### src/rtl/sfu_pkg.sv
package sfu_pkg;
  localparam int FLAG_W = 12;
  localparam int LOW_W  = 8;
  localparam int ALU_W  = 4;
  localparam int NAMED  = 11;
  localparam int POP_W  = 11;
  localparam int BIT_Z  = 0;
  localparam int BIT_C  = 2;
  localparam int BIT_I  = 9;
  localparam int BIT_H  = 11;

  localparam logic [7:0] OP_SET_BASE = 8'hA0;
  localparam logic [7:0] OP_CLR_BASE = 8'hAB;
  localparam logic [7:0] OP_SETM     = 8'hB6;
  localparam logic [7:0] OP_CLRM     = 8'hB7;
  localparam logic [7:0] OP_TESTM    = 8'hB8;
  localparam logic [7:0] OP_HALT     = 8'hFF;

  typedef struct packed {
    logic [FLAG_W-1:0] set;
    logic [FLAG_W-1:0] clr;
  } flag_cmd_t;
endpackage

### src/rtl/sfu_decode.sv
module sfu_decode
  import sfu_pkg::*;
(
  input  logic             valid,
  input  logic [7:0]       code,
  input  logic [LOW_W-1:0] mask,
  output flag_cmd_t        cmd,
  output logic             test_en
);
  always_comb begin
    cmd     = '0;
    test_en = 1'b0;
    if (valid) begin
      for (int k = 0; k < NAMED; k++) begin
        if (code == OP_SET_BASE + 8'(k)) cmd.set[k] = 1'b1;
        if (code == OP_CLR_BASE + 8'(k)) cmd.clr[k] = 1'b1;
      end
      case (code)
        OP_SETM:  cmd.set[LOW_W-1:0] = mask;
        OP_CLRM:  cmd.clr[LOW_W-1:0] = mask;
        OP_TESTM: test_en = 1'b1;
        OP_HALT:  cmd.set[BIT_H] = 1'b1;
        default:  ;
      endcase
    end
  end
endmodule

### src/rtl/sfu_tester.sv
module sfu_tester
  import sfu_pkg::*;
(
  input  logic             en,
  input  logic [LOW_W-1:0] low_flags,
  input  logic [LOW_W-1:0] mask,
  output flag_cmd_t        cmd
);
  logic any_hit;
  assign any_hit = |(low_flags & mask);

  always_comb begin
    cmd = '0;
    if (en) begin
      cmd.set[BIT_Z] = ~any_hit;
      cmd.clr[BIT_Z] = any_hit;
      cmd.set[BIT_C] = any_hit;
      cmd.clr[BIT_C] = ~any_hit;
    end
  end
endmodule

### src/rtl/sfu_merge.sv
module sfu_merge
  import sfu_pkg::*;
(
  input  logic [FLAG_W-1:0] cur,
  input  flag_cmd_t         cmd,
  input  logic              pop_en,
  input  logic [FLAG_W-1:0] pop_word,
  input  logic [ALU_W-1:0]  alu_we,
  input  logic [ALU_W-1:0]  alu_val,
  output logic [FLAG_W-1:0] nxt
);
  for (genvar b = 0; b < FLAG_W; b++) begin : g_bit
    logic touched;
    logic below;
    assign touched = cmd.set[b] | cmd.clr[b];
    if (b < ALU_W) begin : g_alu
      always_comb begin
        if (alu_we[b]) below = alu_val[b];
        else           below = cur[b];
      end
    end else begin : g_noalu
      assign below = cur[b];
    end
    if (b < POP_W) begin : g_pop
      assign nxt[b] = touched ? cmd.set[b] : (pop_en ? pop_word[b] : below);
    end else begin : g_nopop
      assign nxt[b] = touched ? cmd.set[b] : below;
    end
  end
endmodule

### src/rtl/status_flag_unit.sv
module status_flag_unit
  import sfu_pkg::*;
(
  input  logic              clk,
  input  logic              rst,
  input  logic              op_valid,
  input  logic [7:0]        op_code,
  input  logic [LOW_W-1:0]  op_mask,
  input  logic [ALU_W-1:0]  alu_we,
  input  logic [ALU_W-1:0]  alu_val,
  input  logic              pop_load,
  input  logic [FLAG_W-1:0] pop_data,
  output logic [FLAG_W-1:0] flags_o,
  output logic              flag_z_o,
  output logic              flag_c_o,
  output logic              flag_i_o,
  output logic              halt_o
);
  logic [FLAG_W-1:0] flags_q;
  logic [FLAG_W-1:0] flags_d;
  flag_cmd_t         dec_cmd;
  flag_cmd_t         tst_cmd;
  flag_cmd_t         all_cmd;
  logic              test_en;

  sfu_decode u_dec (
    .valid(op_valid), .code(op_code), .mask(op_mask),
    .cmd(dec_cmd), .test_en(test_en)
  );

  sfu_tester u_tst (
    .en(test_en), .low_flags(flags_q[LOW_W-1:0]), .mask(op_mask), .cmd(tst_cmd)
  );

  assign all_cmd.set = dec_cmd.set | tst_cmd.set;
  assign all_cmd.clr = dec_cmd.clr | tst_cmd.clr;

  sfu_merge u_mrg (
    .cur(flags_q), .cmd(all_cmd), .pop_en(pop_load), .pop_word(pop_data),
    .alu_we(alu_we), .alu_val(alu_val), .nxt(flags_d)
  );

  always_ff @(posedge clk) begin
    if (rst) flags_q <= '0;
    else     flags_q <= flags_d;
  end

  assign flags_o  = flags_q;
  assign flag_z_o = flags_q[BIT_Z];
  assign flag_c_o = flags_q[BIT_C];
  assign flag_i_o = flags_q[BIT_I];
  assign halt_o   = flags_q[BIT_H];

  AST_RESET_CLEARS: assert property (@(posedge clk) rst |=> (flags_o == '0 && !halt_o));
  AST_SET_CARRY: assert property (@(posedge clk) disable iff (rst)
    (op_valid && op_code == 8'hA2) |=> flag_c_o);
  AST_CLR_IE: assert property (@(posedge clk) disable iff (rst)
    (op_valid && op_code == 8'hB4) |=> !flag_i_o);
  AST_MASK_SET: assert property (@(posedge clk) disable iff (rst)
    (op_valid && op_code == OP_SETM) |=> ((flags_o[LOW_W-1:0] & $past(op_mask)) == $past(op_mask)));
  AST_MASK_CLR: assert property (@(posedge clk) disable iff (rst)
    (op_valid && op_code == OP_CLRM) |=> ((flags_o[LOW_W-1:0] & $past(op_mask)) == '0));
  AST_TEST_KEEPS: assert property (@(posedge clk) disable iff (rst)
    (op_valid && op_code == OP_TESTM && !pop_load && alu_we == '0)
    |=> (flags_o[FLAG_W-1:3] == $past(flags_o[FLAG_W-1:3]) && flags_o[1] == $past(flags_o[1])));
  AST_TEST_ZC: assert property (@(posedge clk) disable iff (rst)
    (op_valid && op_code == OP_TESTM) |=> (flag_z_o != flag_c_o));
  AST_HALT_STICKY: assert property (@(posedge clk) disable iff (rst)
    halt_o |=> halt_o);
  AST_IDLE_HOLDS: assert property (@(posedge clk) disable iff (rst)
    (!op_valid && !pop_load && alu_we == '0) |=> $stable(flags_o));
endmodule

### config.mk
export PLATFORM = sky130hd
export DESIGN_NAME = status_flag_unit
export DESIGN_NICKNAME = d
export VERILOG_FILES = /design/src/rtl/sfu_pkg.sv /design/src/rtl/sfu_decode.sv /design/src/rtl/sfu_tester.sv /design/src/rtl/sfu_merge.sv /design/src/rtl/status_flag_unit.sv
export SDC_FILE = /design/constraint.sdc
export NUM_CORES = 1
export LEC_CHECK = 0
export CAP_MARGIN = 20
export CORE_MARGIN = 10
export CORE_UTILIZATION = 37
export DETAILED_ROUTE_END_ITERATION = 6
export GPL_TIMING_DRIVEN = 0
export MAX_ROUTING_LAYER = met4
export PLACE_DENSITY_LB_ADDON = 0.12
export SYNTH_ARGS = -nofsm -noshare
export SYNTH_HDL_FRONTEND = slang
export SYNTH_SLANG_ARGS = --single-unit
### constraint.sdc
create_clock -name clk -period 1.5 [get_ports clk]
set_clock_uncertainty 0.15 [all_clocks]
set_input_delay 0.3 -clock clk [delete_from_list [all_inputs] [get_ports clk]]
set_output_delay 0.3 -clock clk [all_outputs]
set_load 0.05 [all_outputs]
==> results.cfg, run 1 <==
[outcome]
status = completed

[routing]
drt-pass1-iter-count = 4
drt_iter0_markers = 173
vias = 1476
ant_nets = 0
post_drt_wl_per_cell_um = 18.10
via_per_inst = 5.811
routed_wl_um = 4598
remaining_drc_errors = 0

[yosys]
synthTopCellsByArea = dfxtp_1 21%, mux2i_1 7.8%, o21ai_0 4.8%
syn-instance-count = 147
syn_area_per_cell_um2 = 7.865
yosys.cell_types.count = 46
synth_ff_type = dfxtp_1
synth-async-reset-ratio_pct = 0
netlist_area_mm2 = 0.001156
synth_largest_area_cell = dfxtp_1
yosysWarnings = 0
synth_seq_cells = 12
synth_edf_count = 0
yosysSeqAreaShare_pct = 20.78
yosysTopAreaCellShare_pct = 20.78
syn-num-nets = 187

[clock_tree]
clk_latency_ns = 0.30
clock_path_buffers = 2
cts.clk_slew.worst_paths_ns = 0.09
clock_sink_count = 12
htreeDepth = 1
numCtsBuffers = 3
cts-root-buf = clkbuf_4
cts_tree = done
ctsHoldBuffers = 0

[setup_path]
crit_path_max_incr_delay_ns = 0.37
cp-start-kind = flop
cp_max_fo = 3
worst-path-buf-inv = 2
path_class = reg -> out
path_delay_family = flip-flops
arrival_ns = 1.03
critPathCaptureType = primary output
cp.required_ns = 1.05
path_cells = buf_4 > buf_2
slowest_stage = dfxtp_1

[global_routing]
grt_max_degree = 11
grt_pass1_vias = 1380
overflow = 0
grt_pass1_wl_um = 7134
antenna_found_initial = 0
grt_util_all_layers_pct = 15.32

[timing]
timing.final.ws_setup_ns = 0.01597
slew_violations = 0
period_share_pct = 98.94
max_slew.worst_pin.slew_ns = 0.4026
fmax_ghz = 0.6738
finalHoldViolations = 0
period_minus_slack_ns = 1.484
setup_violations = 0
fin_setup_tns_ns = 0
slew_headroom_pct = 72.78
rsz0062_at_grt = true

[placement]
hpwl_um = 3469
place_ws_ns = -0.8089
gp_congestion = 0.8861
placed_area_mm2 = 0.001718
port_buffers = 50

[layout]
multi_input_area_um2 = 833.3
finalNetCount = 251
fillers = 297
fin_util_pct = 59.63
final_area_mm2 = 0.001805
largest_reg_flops = 12
area_growth_pct = 56.17
seqCellArea_um2 = 240.2
diodes = 0
drive_gt1_share_pct = 31.43

[floorplanning]
floorplan.die_area_mm2 = 0.005761
io-pin-count = 56
core_area_mm2 = 0.003028
die-height_um = 75.90
start_util_pct = 38.18
placementRows = 20
fp.dieW_um = 75.90

[power]
ir_drop_mv = 0.3095
p_leak_nw = 0.7385
fin_total_pwr_mw = 1.100
powerDensity_mw_per_mm2 = 609.3

[min_path]
hp-class = in -> reg

[job]
maxCapViolations = 0
## logic make-up after synthesis
logic type | Yosys count | synth area share [%]
flip-flops | 12 | 20.78
AO/OA/AOI/OAI | 45 | 25.11
buffers and inverters | 17 | 12.01
AND/OR/NAND/NOR | 61 | 31.39
multiplexers | 12 | 10.71
## where the power goes
group	total, mW	internal, mW	switching (mW)
clock network	0.290	0.148	0.142
logic	0.455	0.202	0.253
registers	0.355	0.339	0.0156
## worst register-to-register path: cells and delay by family (launching register included)
| kind | cells | cell delay, ns |
|---|---|---|
| simple gates | 2 | 0.38 |
| flops | 1 | 0.41 |
| compound gates | 2 | 0.28 |
## what timing repair did
item,in CTS,in global routing
setup buffers,5,4
endpoints found under the hold margin,0,0
gates resized for setup,92,29
pin swaps,8,8
endpoints found under the setup margin,27,19
gates cloned,0,0
## path summary, 6_finish.rpt
| path | cells past startpoint | startpoint | endpoint | slack [ns] |
|---|---|---|---|---|
| min reg2reg | 2 | flags_o[11] | flags_o[11] | 0.35 |
| max reg2reg | 4 | flags_o[2] | flags_o[2] | 0.21 |
| min | 4 | op_code[2] | flags_o[0] | 0.21 |
| max | 2 | flags_o[9] | flags_o[9] | 0.02 |
## area by class of cell
| type | instances | area share (%) |
|---|---|---|
| plain buffers | 15 | 7.900 |
| inverters | 2 | 0.4158 |
| multi-input cells | 118 | 46.15 |
| well taps | 44 | 3.049 |
| clock buffers | 4 | 2.010 |
| repair buffers | 59 | 27.17 |
| flip-flops and latches | 12 | 13.31 |
## metal layers
| layer | global-route usage, % | routed length, µm | up-vias |
|---|---|---|---|
| met5 | - | 0 | - |
| met4 | 6.818 | 80 | 0 |
| met3 | 2.594 | 283 | 7 |
| met2 | 24.49 | 2254 | 80 |
| met1 | 18.35 | 1978 | 704 |
| li1 | - | - | 685 |
## per-stage QoR
step	hold slack [ns]	std cells
after floorplan	0.2524	147
after global placement	0.3346	241
after detailed placement	0.3413	241
after CTS	0.2050	250
after global routing	0.2165	254
final	0.2050	254
## synthesized netlist by cell type (2+ instances only)
| master | instances |
|---|---|
| a22oi_1 | 6 |
| and3_1 | 3 |
| o21ai_0 | 11 |
| buf_4 | 6 |
| a31oi_1 | 7 |
| nor2b_1 | 2 |
| buf_2 | 2 |
| inv_1 | 2 |
| buf_6 | 2 |
| o21ai_1 | 2 |
| nand2_1 | 13 |
| o31ai_1 | 2 |
| nor3_1 | 8 |
| nor2_1 | 13 |
| a21oi_1 | 8 |
| nand3_1 | 5 |
| nand3b_1 | 3 |
| dfxtp_1 | 12 |
| mux2i_1 | 9 |
| mux2_2 | 3 |
| clkbuf_8 | 3 |
## cells in the final DEF, fill, tap and decap left out, types with 4 or more instances in the layout
cell type	instances
mux2i_1	9
a31oi_1	7
nor3_1	6
buf_4	14
clkdlybuf4s50_1	28
buf_2	17
a22oi_1	6
o21ai_0	6
dfxtp_1	12
a21oi_1	8
clkbuf_8	4
nand2_1	11
o21ai_1	7
nand3_1	5
nor2_1	11
buf_6	6
(Power assumes the default switching activity.)
==> run 2: changes to the inputs <==
--- a/config.mk
+++ b/config.mk
@@ -6,7 +6,7 @@
 export NUM_CORES = 1
 export LEC_CHECK = 0
 export CAP_MARGIN = 20
-export CORE_MARGIN = 10
+export CORE_MARGIN = 3
 export CORE_UTILIZATION = 37
 export DETAILED_ROUTE_END_ITERATION = 6
 export GPL_TIMING_DRIVEN = 0
==> results.cfg, run 2 (synthesis gave the netlist of run 1 again) <==
[outcome]
status = completed

[placement]
gp_congestion = 0.8675
dp_cells = 239
port_buffers = 50
hpwl_um = 3241

[clock_tree]
htreeDepth = 1
cts.clk_slew.worst_paths_ns = 0.09
clk_latency_ns = 0.29
clock_path_buffers = 2
numCtsBuffers = 3
clock_sink_count = 12
cts-root-buf = clkbuf_4
cts_tree = done

[setup_path]
path_cells = clkdlybuf4s15_2
crit_path_end = flags_o[1]
critPathCaptureType = primary output
slowest_stage = clkdlybuf4s15_2
cp_max_fo = 3
cp-start-kind = flop
path_class = reg -> out
cp.required_ns = 1.05
worst-path-buf-inv = 1
worstSetupPathDepth = 1
r2r_end = flags_o[2]
cp-startpoint = flags_o[1]
r2r_start = flags_o[6]
r2r_slack_ns = 0.26
reg2reg_depth = 4
arrival_ns = 1.02
path_delay_family = buffers and inverters
crit_path_max_incr_delay_ns = 0.38

[floorplanning]
io-pin-count = 56
placementRows = 19
core_area_mm2 = 0.002877
die-height_um = 61.90
fp.dieW_um = 61.90
start_util_pct = 40.19
floorplan.die_area_mm2 = 0.003832

[global_routing]
grt_max_degree = 11
grt_pass1_wl_um = 6479
antenna_found_initial = 0
grt_util_all_layers_pct = 23.95
grt_pass1_vias = 1418
overflow = 0

[routing]
routed_wl_um = 4319
ant_nets = 0
post_drt_wl_per_cell_um = 17.00
drt-pass1-iter-count = 4
vias = 1446
via_per_inst = 5.693
remaining_drc_errors = 0
drt_iter0_markers = 57

[job]
maxCapViolations = 0

[timing]
period_minus_slack_ns = 1.474
rsz0062_at_grt = false
fin_setup_tns_ns = 0
period_share_pct = 98.30
max_slew.worst_pin.slew_ns = 0.4742
slew_violations = 0
finalHoldViolations = 0
timing.hold.ws_ns = 0.2181
fmax_ghz = 0.6782
setup_violations = 0
slew_headroom_pct = 68.39

[layout]
finalNetCount = 253
stdcell_count = 254
area_growth_pct = 58.33
diodes = 0
drive_gt1_share_pct = 33.02
fin_util_pct = 63.64
final_cell_mix = 28 x clkdlybuf4s50_1, 14 x buf_4, 13 x buf_2, 12 x dfxtp_1
fillers = 286
largest_reg_flops = 12
mostFrequentLayoutCell = clkdlybuf4s50_1

[power]
seq_power_share_pct = 32.2
ir_drop_mv = 0.4012
powerDensity_mw_per_mm2 = 601.1
sw_frac_of_total_pct = 37.10
combPwrFrac_pct = 41.7
switchingPower_mw = 0.4081
p_leak_nw = 0.7455
fin_total_pwr_mw = 1.100
clkPwrFrac_pct = 26.0
intPower_mw = 0.6921

[min_path]
hp-class = in -> reg
==> run 2: cell types whose count changed in the layout (fill, tap and decap cells not counted), sizes merged <==
| cell | previous run | this run |
|---|---|---|
| clkbuf | 9 | 14 |
| clkdlybuf4s15 | 4 | 3 |
| dlygate4sd1 | 0 | 1 |
| buf | 37 | 34 |
==> run 2: cell type report <==
| type | count | area, µm² | area share [%] |
|---|---|---|---|
| multi-input combinational | 118 | 840.8 | 45.93 |
| timing repair buffer | 61 | 506.7 | 27.68 |
| sequential | 12 | 240.2 | 13.12 |
| buffer | 15 | 146.4 | 7.997 |
| tap | 42 | 52.55 | 2.871 |
| clock buffer | 4 | 36.28 | 1.982 |
| inverter | 2 | 7.507 | 0.4101 |
==> run 2: worst min-delay path by stage <==
stage | start | to | slack (ns) | cells after the start
after floorplan | rst | flags_o[6] | 0.25 | 1
after global placement | flags_o[11] | flags_o[11] | 0.33 | 2
after detailed placement | flags_o[11] | flags_o[11] | 0.34 | 2
after CTS | op_code[2] | flags_o[0] | 0.21 | 4
after global routing | op_code[2] | flags_o[8] | 0.23 | 4
final | op_code[2] | flags_o[8] | 0.22 | 4
==> run 2: power groups by stage <==
stage               clock network, mW  logic [mW]  registers [mW]
floorplan                           0       0.184           0.430
global placement                    0       0.444           0.360
detailed placement                  0       0.450           0.362
CTS                             0.285       0.457           0.354
global route                    0.295       0.484           0.357
finish                          0.287       0.459           0.354
==> run 2: routing by layer <==
metal  share of wire (%)  vias up  GRT usage, %
met5                   0        -             -
met4                 1.3        0         9.394
met3                 5.8        6         4.545
met2                  49       52         38.57
met1                  44      698         29.42
li1                    -      690             -
==> run 2: what timing repair did <==
| item | 4_1_cts | 5_1_grt |
|---|---|---|
| pin swaps | 6 | 2 |
| hold buffers | 0 | 0 |
| buffers inserted | 11 | 0 |
| resized for setup | 88 | 29 |
| endpoints found under the setup margin | 27 | 19 |
==> run 2: metrics by stage <==
step                area [µm²]  worst slack, ns
finish                    1831          0.02551
global route              1831        0.0001275
CTS                       1861        0.0003991
detailed placement        1715          -0.8458
global placement          1715          -0.8432
floorplan                 1162         -0.01456
